File: config.mk
export PLATFORM = sky130hd
export DESIGN_NAME = pix_scalar_add
export DESIGN_NICKNAME = d
export VERILOG_FILES = /design/src/rtl/pxadd_pkg.sv /design/src/rtl/pxadd_lane.sv /design/src/rtl/pxadd_pos.sv /design/src/rtl/pxadd_scalar.sv /design/src/rtl/pix_scalar_add.sv
export SDC_FILE = /design/constraint.sdc
export NUM_CORES = 1
export LEC_CHECK = 0
export BUFFER_PORTS_ARGS = -buffer_cell sky130_fd_sc_hd__buf_4
export CELL_PAD_IN_SITES_DETAIL_PLACEMENT = 0
export CELL_PAD_IN_SITES_GLOBAL_PLACEMENT = 1
export CORE_ASPECT_RATIO = 0.75
export CORE_MARGIN = 1
export CORE_UTILIZATION = 33
export DETAILED_ROUTE_END_ITERATION = 10
export GPL_TIMING_DRIVEN = 0
export PLACE_DENSITY = 0.71
export SLEW_MARGIN = 10
export SYNTH_ARGS = -nofsm -noshare
export SYNTH_HDL_FRONTEND = slang
export SYNTH_SLANG_ARGS = --single-unit
File: constraint.sdc
create_clock -name clk -period 6.11 [get_ports clk]
set_clock_uncertainty 0.05 [all_clocks]
set_input_delay 0.9165 -clock clk [delete_from_list [all_inputs] [get_ports clk]]
set_output_delay 0.9165 -clock clk [all_outputs]
set_load 0.01 [all_outputs]
File: src/rtl/pxadd_pkg.sv
// Shared types and constants for the pixel scalar adder.
// Assumes 8-bit unsigned single-channel pixels.
package pxadd_pkg;
    localparam int PIX_W = 8;
    typedef logic [PIX_W-1:0] pix_t;
    localparam pix_t PIX_MAX = '1;
endpackage

File: src/rtl/pxadd_lane.sv
// One byte-lane adder: pixel plus scalar with a policy picked at build time.
// Assumes both operands are unsigned; purely combinational.
module pxadd_lane
    import pxadd_pkg::*;
#(
    parameter bit SATURATE = 1'b1
) (
    input  pix_t pix_i,
    input  pix_t scl_i,
    output pix_t pix_o
);
    generate
        if (SATURATE) begin : g_sat
            logic [PIX_W:0] sum;
            // Widen by one bit and clamp when the carry is set.
            assign sum   = {1'b0, pix_i} + {1'b0, scl_i};
            assign pix_o = sum[PIX_W] ? PIX_MAX : sum[PIX_W-1:0];
        end else begin : g_wrap
            // Modulo-256 sum: the carry is discarded.
            assign pix_o = pix_i + scl_i;
        end
    endgenerate
endmodule

File: src/rtl/pxadd_pos.sv
// Beat and row position tracker for one frame.
// Assumes rows and beats-per-row are at least 1 and stay stable inside a frame.
module pxadd_pos #(
    parameter int ROW_W = 7,
    parameter int COL_W = 9
) (
    input  logic             clk,
    input  logic             rst_n,
    input  logic             adv_i,
    input  logic [ROW_W-1:0] rows_i,
    input  logic [COL_W-1:0] bpr_i,
    output logic             at_eol_o,
    output logic             at_eof_o,
    output logic             busy_o
);
    logic [ROW_W-1:0] row_q;
    logic [COL_W-1:0] col_q;

    // Markers for the beat currently at the input.
    assign at_eol_o = (col_q == bpr_i - COL_W'(1));
    assign at_eof_o = at_eol_o && (row_q == rows_i - ROW_W'(1));
    assign busy_o   = (col_q != '0) || (row_q != '0);

    // Step the position on each accepted beat and wrap at the frame end.
    always_ff @(posedge clk) begin
        if (!rst_n) begin
            row_q <= '0;
            col_q <= '0;
        end else if (adv_i) begin
            if (at_eol_o) begin
                col_q <= '0;
                row_q <= at_eof_o ? '0 : row_q + ROW_W'(1);
            end else begin
                col_q <= col_q + COL_W'(1);
            end
        end
    end
endmodule

File: src/rtl/pxadd_scalar.sv
// Scalar holding register with deferral of writes made inside a frame.
// Assumes busy_i is high between the first and the last beat of a frame.
module pxadd_scalar
    import pxadd_pkg::*;
(
    input  logic clk,
    input  logic rst_n,
    input  logic wr_i,
    input  pix_t din_i,
    input  logic busy_i,
    input  logic acc_i,
    input  logic close_i,
    output pix_t scl_o
);
    pix_t act_q;
    pix_t pend_q;
    logic pend_v_q;
    logic frame_open;
    logic boundary;

    assign frame_open = busy_i || acc_i;
    assign boundary   = !frame_open || close_i;
    assign scl_o      = act_q;

    // Apply a write at once between frames, otherwise park it until the frame closes.
    always_ff @(posedge clk) begin
        if (!rst_n) begin
            act_q    <= '0;
            pend_q   <= '0;
            pend_v_q <= 1'b0;
        end else if (boundary) begin
            if (wr_i) begin
                act_q <= din_i;
            end else if (pend_v_q) begin
                act_q <= pend_q;
            end
            pend_v_q <= 1'b0;
        end else if (wr_i) begin
            pend_q   <= din_i;
            pend_v_q <= 1'b1;
        end
    end
endmodule

File: src/rtl/pix_scalar_add.sv
// Streaming pixel scalar adder: LANES byte lanes, one register stage.
// Assumes cols_in is a multiple of LANES, LANES is 1 or 8, and dimensions stay stable inside a frame.
module pix_scalar_add
    import pxadd_pkg::*;
#(
    parameter int LANES    = 8,
    parameter bit SATURATE = 1'b1,
    parameter int MAX_ROWS = 64,
    parameter int MAX_COLS = 256
) (
    input  logic                           clk,
    input  logic                           rst_n,
    input  logic                           scl_wr,
    input  logic [7:0]                     scl_din,
    input  logic [$clog2(MAX_ROWS+1)-1:0]  rows_in,
    input  logic [$clog2(MAX_COLS+1)-1:0]  cols_in,
    input  logic                           s_valid,
    output logic                           s_ready,
    input  logic [8*LANES-1:0]             s_data,
    output logic                           m_valid,
    input  logic                           m_ready,
    output logic [8*LANES-1:0]             m_data,
    output logic                           m_eol,
    output logic                           m_eof
);
    localparam int ROW_W   = $clog2(MAX_ROWS+1);
    localparam int COL_W   = $clog2(MAX_COLS+1);
    localparam int DATA_W  = PIX_W * LANES;
    localparam int LANE_SH = $clog2(LANES);

    logic              acc;
    logic              at_eol;
    logic              at_eof;
    logic              frame_busy;
    pix_t              scl_act;
    logic [COL_W-1:0]  bpr;
    logic [DATA_W-1:0] sum_d;
    logic [DATA_W-1:0] data_q;
    logic              valid_q;
    logic              eol_q;
    logic              eof_q;

    // Take a beat whenever the output stage is empty or draining.
    assign s_ready = !valid_q || m_ready;
    assign acc     = s_valid && s_ready;
    assign bpr     = cols_in >> LANE_SH;

    pxadd_pos #(
        .ROW_W (ROW_W),
        .COL_W (COL_W)
    ) u_pos (
        .clk      (clk),
        .rst_n    (rst_n),
        .adv_i    (acc),
        .rows_i   (rows_in),
        .bpr_i    (bpr),
        .at_eol_o (at_eol),
        .at_eof_o (at_eof),
        .busy_o   (frame_busy)
    );

    pxadd_scalar u_scl (
        .clk     (clk),
        .rst_n   (rst_n),
        .wr_i    (scl_wr),
        .din_i   (scl_din),
        .busy_i  (frame_busy),
        .acc_i   (acc),
        .close_i (acc && at_eof),
        .scl_o   (scl_act)
    );

    generate
        for (genvar l = 0; l < LANES; l++) begin : g_lane
            pxadd_lane #(
                .SATURATE (SATURATE)
            ) u_lane (
                .pix_i (s_data[l*PIX_W +: PIX_W]),
                .scl_i (scl_act),
                .pix_o (sum_d[l*PIX_W +: PIX_W])
            );
        end
    endgenerate

    // Output stage: load on accept, drop valid once the consumer takes it.
    always_ff @(posedge clk) begin
        if (!rst_n) begin
            valid_q <= 1'b0;
            data_q  <= '0;
            eol_q   <= 1'b0;
            eof_q   <= 1'b0;
        end else if (acc) begin
            valid_q <= 1'b1;
            data_q  <= sum_d;
            eol_q   <= at_eol;
            eof_q   <= at_eof;
        end else if (m_ready) begin
            valid_q <= 1'b0;
        end
    end

    assign m_valid = valid_q;
    assign m_data  = data_q;
    assign m_eol   = eol_q;
    assign m_eof   = eof_q;
endmodule

==> results of run 1 <==
-- registers in the layout, summed over array words and instances (netlist names) --
register	count
m_data	64
m_eof	1
m_eol	1
m_valid	1
u_pos.col_q	9
u_pos.row_q	7
u_scl.pend_q	8
u_scl.pend_v_q	1
u_scl.scl_o	8
-- area by class of cell --
class / instances / area [um^2]
Tap cell: 253 / 316.6
Inverter: 62 / 232.7
Clock buffer: 11 / 232.7
Fill cell: 1936 / 11040
Clock inverter: 4 / 73.82
Buffer: 26 / 97.59
Timing Repair Buffer: 156 / 1171
Sequential cell: 100 / 2002
Multi-Input combinational cell: 530 / 4154
-- through the flow --
step | instances | hold WS [ps] | setup slack [ps] | area, um^2
6_report | 1142 | 413.2 | 2626 | 8280
4_1_cts | 1142 | 410.8 | 2628 | 8280
2_1_floorplan | 718 | 379.5 | 2760 | 6486
3_5_place_dp | 1127 | 399.5 | 2283 | 7974
3_3_place_gp | 1127 | 398.3 | 2248 | 7974
5_1_grt | 1142 | 426.7 | 2436 | 8280
-- cells in the mapped netlist, types with 8 or more instances --
| cell type | count |
|---|---|
| a211o_1 | 8 |
| a211oi_1 | 8 |
| a21boi_0 | 12 |
| a21o_1 | 8 |
| a21oi_1 | 20 |
| a22oi_1 | 9 |
| a31o_2 | 8 |
| clkbuf_1 | 26 |
| dfxtp_1 | 100 |
| fa_1 | 8 |
| ha_1 | 70 |
| inv_1 | 62 |
| mux2i_1 | 8 |
| nand2_1 | 53 |
| nand2b_1 | 11 |
| nand4_1 | 8 |
| nor2_1 | 50 |
| nor2b_1 | 12 |
| nor3_1 | 16 |
| o211a_1 | 10 |
| o21a_1 | 9 |
| o21ai_0 | 46 |
| o221a_2 | 56 |
| xnor2_1 | 31 |
| xor2_1 | 18 |
-- metal layers --
layer / global-route usage (%) / up-vias / wire length (um)
li1: - / 2980 / -
met1: 27.39 / 2622 / 9597
met2: 29.13 / 123 / 8117
met3: 4.495 / 10 / 1034
met4: 4.514 / 0 / 137
met5: 0 / - / 0
-- layout by cell type (no fill, tap or decap), types with 9 or more instances in the layout --
master / synthesis / layout
nand2_1: 53 / 53
o21a_1: 9 / 9
inv_1: 62 / 62
clkbuf_16: 0 / 9
nand2b_1: 11 / 11
a21oi_1: 20 / 20
xor2_1: 18 / 18
dfxtp_1: 100 / 100
xnor2_1: 31 / 31
clkbuf_1: 26 / 28
o211a_1: 10 / 10
buf_4: 0 / 156
nor3_1: 16 / 16
a21boi_0: 12 / 12
ha_1: 70 / 70
o221a_2: 56 / 56
nor2_1: 50 / 50
a22oi_1: 9 / 9
nor2b_1: 12 / 12
o21ai_0: 46 / 46
-- power groups by stage --
stage               sequential (uW)  combinational, uW  clock [uW]
CTS                             790                661         631
global placement                805                654           0
detailed placement              804                657           0
floorplan                       799                407           0
finish                          789                657         613
global route                    797                738         658
-- cells by family after synthesis --
| group | share of synthesized area, % |
|---|---|
| xor gates and xnor gates | 6.983 |
| adders and majority gates | 15.97 |
| and+or+nand+nor | 12.89 |
| muxes | 1.408 |
| DFF | 30.86 |
| AOI/OAI and AO/OA | 26.79 |
| buffers and inverters | 5.092 |
-- worst max-delay path: stages --
cell      delay [ps]
buf_4            100
inv_1             40
ha_1             290
xor2_1           130
nand4_1          100
or4b_1           560
nor3_1           850
a21boi_0         440
and2_1           250
-- worst paths after layout --
path	slack (ps)	start	depth (start not counted)	to
worst max-delay path	2630	cols_in[3]	9	u_pos.row_q[4]$_SDFFE_PN0P_
worst min-delay path	410	u_scl.pend_q[0]$_SDFFE_PN0P_	2	u_scl.pend_q[0]$_SDFFE_PN0P_
worst min register to register	410	u_scl.pend_q[0]$_SDFFE_PN0P_	2	u_scl.pend_q[0]$_SDFFE_PN0P_
worst max register to register	2820	u_scl.scl_o[1]$_SDFFE_PN0P_	9	m_data[8]$_SDFFE_PN0P_
==> Flow_metrics.wiki, run 1 <==
{| class="wikitable"
! Metric !! Value
|-
| Count of distinct cell types in the synthesized netlist || 47
|-
| Router iterations before antenna repair || 4
|-
| Layout cell share with drive strength beyond 1 || a little over a quarter
|-
| Number of synthesized flops with an enable pin || 0
|-
| Combinational cell fraction of total power || 31.9%
|-
| Number of global-route vias before repair || about 5.3k
|-
| Hold Violations, Final || 0
|-
| Antenna fix cells || 0
|-
| Int Pwr || roughly 1400 uW
|-
| Share of synthesized area occupied by flip-flops and latches || between 30% and 40%
|-
| Maximum fanout along the worst path || 9
|-
| Leading cell types by total area after synthesis || dfxtp_1 31%, ha_1 14%, o221a_2 9.7%
|-
| Relative area change from synthesis to final layout || 27.66%
|-
| Number of antenna violations at the first check in global routing || 0
|-
| Net Count, Synth || between 800 and 900
|-
| Die outline area || roughly 20000 um^2
|-
| Portion of total power attributed to the clock network || between 20% and 30%
|-
| Clock tree from TritonCTS || done
|-
| Vias per Instance || 5.022
|-
| Synthesized instance count || a little over 700
|-
| Count of final max-slew check failures || 0
|-
| Clock transition at the registers of the reported paths || about 60 ps
|-
| Antenna violation net count after detailed routing || 0
|-
| LEAKAGE || between 0.003 and 0.004 uW
|-
| Iteration-0 DRC count of the detailed router || between 300 and 400
|-
| Chip Height || around 120 um
|-
| Routed vias || 5735
|-
| Share of power burned in registers || a little under two fifths
|-
| Core Region || between 15000 and 20000 um^2
|-
| Post-CTS Resized || 0
|-
| Hold-fix buffer count after cts || 0
|-
| Global-route congestion overflow total || 0
|-
| Yosys top cell area share || 30.86%
|-
| Share of flip-flops with an asynchronous set or reset || 0%
|-
| Critical path data arrival time || between 3000 and 4000 ps
|-
| # clock sinks || 100
|-
| Measured slew at the worst slew-check pin || approximately 1000 ps
|-
| Routability congestion estimate || between 0.7 and 0.8
|-
| Count of final setup violators || 0
|-
| Run status || finished clean
|-
| Ratio of total power to cell area || roughly 250 nW/um^2
|-
| Detailed-route wire length per cell || approximately 17 um
|-
| H-tree level count || 3
|-
| End-of-flow core utilization || between 40% and 50%
|-
| Syn Area/Cell || ~9 um^2
|-
| Leading area contributor after synthesis || dfxtp_1
|-
| Pin count of the biggest net entering global routing || 16
|-
| Total number of placement rows || 44
|-
| Half-perimeter wire length after placement || 14410 um
|-
| Class of the most critical setup path || in2reg
|-
| Peak VDD IR || approximately 0.16 mV
|-
| Register bit count reported by yosys || 100
|-
| Count of port buffers added during placement || roughly 160
|-
| Synthesis warning total || 0
|-
| Highest clock frequency the design can meet || about 290 MHz
|-
| Worst skew pair latency || between 300 and 400 ps
|-
| Kind of path behind the tightest hold check || reg2reg
|-
| Net switching power figure || about 660 uW
|-
| Final-layout setup total negative slack || 0 ps
|-
| Clock Tree Buf Depth || 2
|-
| Final #Nets || approximately 1.1k
|-
| Final worst path period share || a little under three fifths
|-
| Kind of end point of the critical path || flip-flop
|-
| Initial cell density of the core || 33.57%
|-
| Switching share of power || approximately a third
|-
| Top_reg_cell synth || dfxtp_1
|-
| Number of maximum-capacitance constraint violations || 0
|-
| Post-synthesis instance area || around 6500 um^2
|-
| I/O pin total || between 150 and 200
|-
| CTS root buf || clkbuf_16
|-
| Drt drc || 0
|-
| Floorplan die width || 163.9 um
|-
| Setup repair after global routing missed its margin || no
|-
| Post-layout minimum cycle time || between 3000 and 4000 ps
|-
| Final routed wirelength across all metal layers || roughly 19000 um
|-
| Wire length of the first global-routing pass || 29140 um
|-
| Slew margin rel. || roughly a third
|-
| GRT Overall Usage || between 10% and 20%
|-
| Total power of the final layout || approximately 2000 uW
|-
| Post-CTS repair timing setup buffer count || 0
|-
| Number of buffers created by CTS || 9
|-
| Data required time at the worst endpoint || 6310 ps
|-
| Sort of element at the start of the critical path || input port
|}
(Power assumes the default switching activity.)
==> run 2, diff against run 1 <==
Clock period 6.11 ns to 3.45 ns, I/O delays scaled along.
==> run 2 against run 1 <==
Compared with the run above:
- global-route usage did not move
- largest power group unchanged
- non-clock buffer count rose by 1
- largest cell class unchanged
- combinational power rose by 78%
- clock power rose by 78%
- utilization rose by 0.058 points
- first-iteration DRC count fell by 2.6%
- critical endpoint is now m_data[8]$_SDFFE_PN0P_
- highest routed layer unchanged
==> Flow_metrics.wiki, run 2 (same netlist as run 1, synthesis figures left out) <==
{| class="wikitable"
! Metric !! Value
|-
| Clock tree from TritonCTS || done
|-
| Count of port buffers added during placement || ~160
|-
| Total number of placement rows || 44
|-
| Final worst path period share || between 80% and 90%
|-
| Internal reg-to-reg setup slack || around 360 ps
|-
| Maximum fanout along the worst path || 10
|-
| Buffers and inverters on the worst path || 2
|-
| Floorplan die width || ~160 um
|-
| Post-layout minimum cycle time || a little over 3000 ps
|-
| Setup repair after global routing missed its margin || no
|-
| Endpoint with the worst hold slack || u_scl.pend_q[0]$_SDFFE_PN0P_
|-
| Half-perimeter wire length after placement || between 10000 and 15000 um
|-
| Worst skew pair latency || around 350 ps
|-
| CTS root buf || clkbuf_16
|-
| H-tree level count || 3
|-
| Kind of path behind the tightest hold check || in2reg
|-
| Layout cell share with drive strength beyond 1 || between 20% and 30%
|-
| Kind of end point of the critical path || flip-flop
|-
| Chip Height || roughly 120 um
|-
| Fin Hold WS || roughly 380 ps
|-
| Number of filler instances in the final layout || around 1.9k
|-
| Router iterations before antenna repair || 4
|-
| Cell with the most instances on the worst path || o21ai_0
|-
| Initial cell density of the core || 33.57%
|-
| Wire length of the first global-routing pass || between 20000 and 30000 um
|-
| Cell Area, Placed || approximately 8000 um^2
|-
| Relative area change from synthesis to final layout || 27.84%
|-
| Number of buffers created by CTS || 9
|-
| Max stage delay cell, worst path || dfxtp_1
|-
| Die outline area || approximately 20000 um^2
|-
| Start of the worst register-to-register path || u_scl.scl_o[1]$_SDFFE_PN0P_
|-
| Core Region || around 19000 um^2
|-
| Delay-heaviest family, CP || compound AO/OA/AOI/OAI gates
|-
| Hold Violations, Final || 0
|-
| Antenna violation net count after detailed routing || 0
|-
| Final routed wirelength across all metal layers || about 19000 um
|-
| Number of global-route vias before repair || around 5.3k
|-
| Detailed-route wire length per cell || around 17 um
|-
| Routability congestion estimate || ~0.79
|-
| LEAKAGE || around 0.0039 uW
|-
| I/O pin total || approximately 160
|-
| Sort of element at the start of the critical path || flip-flop
|-
| Count of final max-slew check failures || 0
|-
| Total power of the final layout || between 3000 and 4000 uW
|-
| Clock Tree Buf Depth || 2
|-
| GRT Overall Usage || between 10% and 20%
|-
| Run status || finished clean
|-
| Capture instance of the worst register-to-register path || m_data[8]$_SDFFE_PN0P_
|-
| Critical path data arrival time || ~3300 ps
|-
| Commonest cells after routing, fill and taps aside || 157 x buf_4, 100 x dfxtp_1, 70 x ha_1, 61 x inv_1, 56 x o221a_2
|-
| Ratio of total power to cell area || approximately 440 nW/um^2
|-
| Number of antenna violations at the first check in global routing || 0
|-
| Delay of the slowest cell on the worst path || roughly 820 ps
|-
| Global-route congestion overflow total || 0
|-
| Finished layout cell area || 8292 um^2
|-
| Highest clock frequency the design can meet || about 320 MHz
|-
| Vias per Instance || 5.005
|-
| Hold Crit Depth || 3
|-
| Data required time at the worst endpoint || roughly 3700 ps
|-
| Measured slew at the worst slew-check pin || around 1000 ps
|-
| Final #Nets || 1057
|-
| Worst reg-to-reg path cell count || 10
|-
| Slew margin rel. || 31.16%
|-
| Flip-flop count of the largest register after layout || 64
|-
| Class of the most critical setup path || reg2reg
|-
| Clock transition at the registers of the reported paths || roughly 70 ps
|-
| Antenna fix cells || 0
|-
| Peak VDD IR || roughly 0.28 mV
|-
| Cell chain of the critical path || clkinvlp_4 -> buf_4 -> fa_1 -> nor2b_1 -> o21ai_0 -> a21boi_0 -> o21ai_0 -> nand2b_1 -> a31o_2 -> o221a_2
|-
| Drt drc || 0
|-
| Iteration-0 DRC count of the detailed router || slightly below 300
|-
| Startpoint of the worst hold path || scl_din[0]
|-
| # clock sinks || 100
|-
| Pin count of the biggest net entering global routing || 16
|-
| Count of final setup violators || 0
|-
| Most common library cell in the layout ignoring fill and taps || buf_4
|-
| Number of maximum-capacitance constraint violations || 0
|-
| Routed vias || 5721
|}
run 2: routing by layer:
| metal | wire [um] | global-route usage [%] | share of wire, % | vias up |
|---|---|---|---|---|
| li1 | - | - | - | 2982 |
| met1 | 9609 | 27.39 | 51 | 2614 |
| met2 | 8104 | 29.13 | 43 | 113 |
| met3 | 1026 | 4.495 | 5.4 | 12 |
| met4 | 163 | 4.514 | 0.86 | 0 |
| met5 | 0 | 0 | 0 | - |
run 2: worst min-delay path: stages:
cell and delay, ps:
buf_4 110, nand2_1 50, mux2i_1 60
run 2: power breakdown:
part           leakage [uW]  total (uW)  switching (uW)  internal (uW)
clock network      0.000150        1090             455            634
registers          0.000826        1400             127           1270
logic               0.00292        1170             589            577
run 2: final cells by class:
| type | instances | area (um^2) | area share, % |
|---|---|---|---|
| Buffer | 26 | 97.59 | 1.177 |
| Clock buffer | 11 | 232.7 | 2.807 |
| Clock inverter | 4 | 73.82 | 0.8903 |
| Inverter | 62 | 236.5 | 2.852 |
| Multi-Input combinational cell | 530 | 4154 | 50.10 |
| Sequential cell | 100 | 2002 | 24.14 |
| Tap cell | 253 | 316.6 | 3.818 |
| Timing Repair Buffer | 157 | 1179 | 14.21 |
run 2: metrics by stage:
stage | TNS [ps] | utilization, % | cells | setup slack (ps)
CTS | 0 | 42.85 | 1142 | 110.7
finish | 0 | 42.91 | 1143 | 359.9
global placement | -49.57 | 41.27 | 1127 | -13.27
global route | 0 | 42.91 | 1143 | 85.08
detailed placement | 0 | 41.27 | 1127 | 22.20
floorplan | 0 | - | 718 | 498.7
run 2: worst max path at each step:
stage,start,end,slack (ps),depth (start not counted)
after floorplan,cols_in[3],u_scl.pend_q[0]$_SDFFE_PN0P_,500,10
after global placement,cols_in[3],u_pos.row_q[4]$_SDFFE_PN0P_,-10,9
after detailed placement,cols_in[3],u_scl.pend_q[6]$_SDFFE_PN0P_,20,11
after CTS,u_scl.scl_o[1]$_SDFFE_PN0P_,m_data[11]$_SDFFE_PN0P_,110,9
after global routing,u_scl.scl_o[1]$_SDFFE_PN0P_,m_data[56]$_SDFFE_PN0P_,90,10
final,u_scl.scl_o[1]$_SDFFE_PN0P_,m_data[8]$_SDFFE_PN0P_,360,10
run 2: repair_timing:
item / 4_1_cts / 5_1_grt
hold buffers: 0 / 0
setup buffers: 0 / 1
gates resized for setup: 0 / 1
setup endpoints to repair: 0 / 49
hold endpoints to repair: 0 / 0
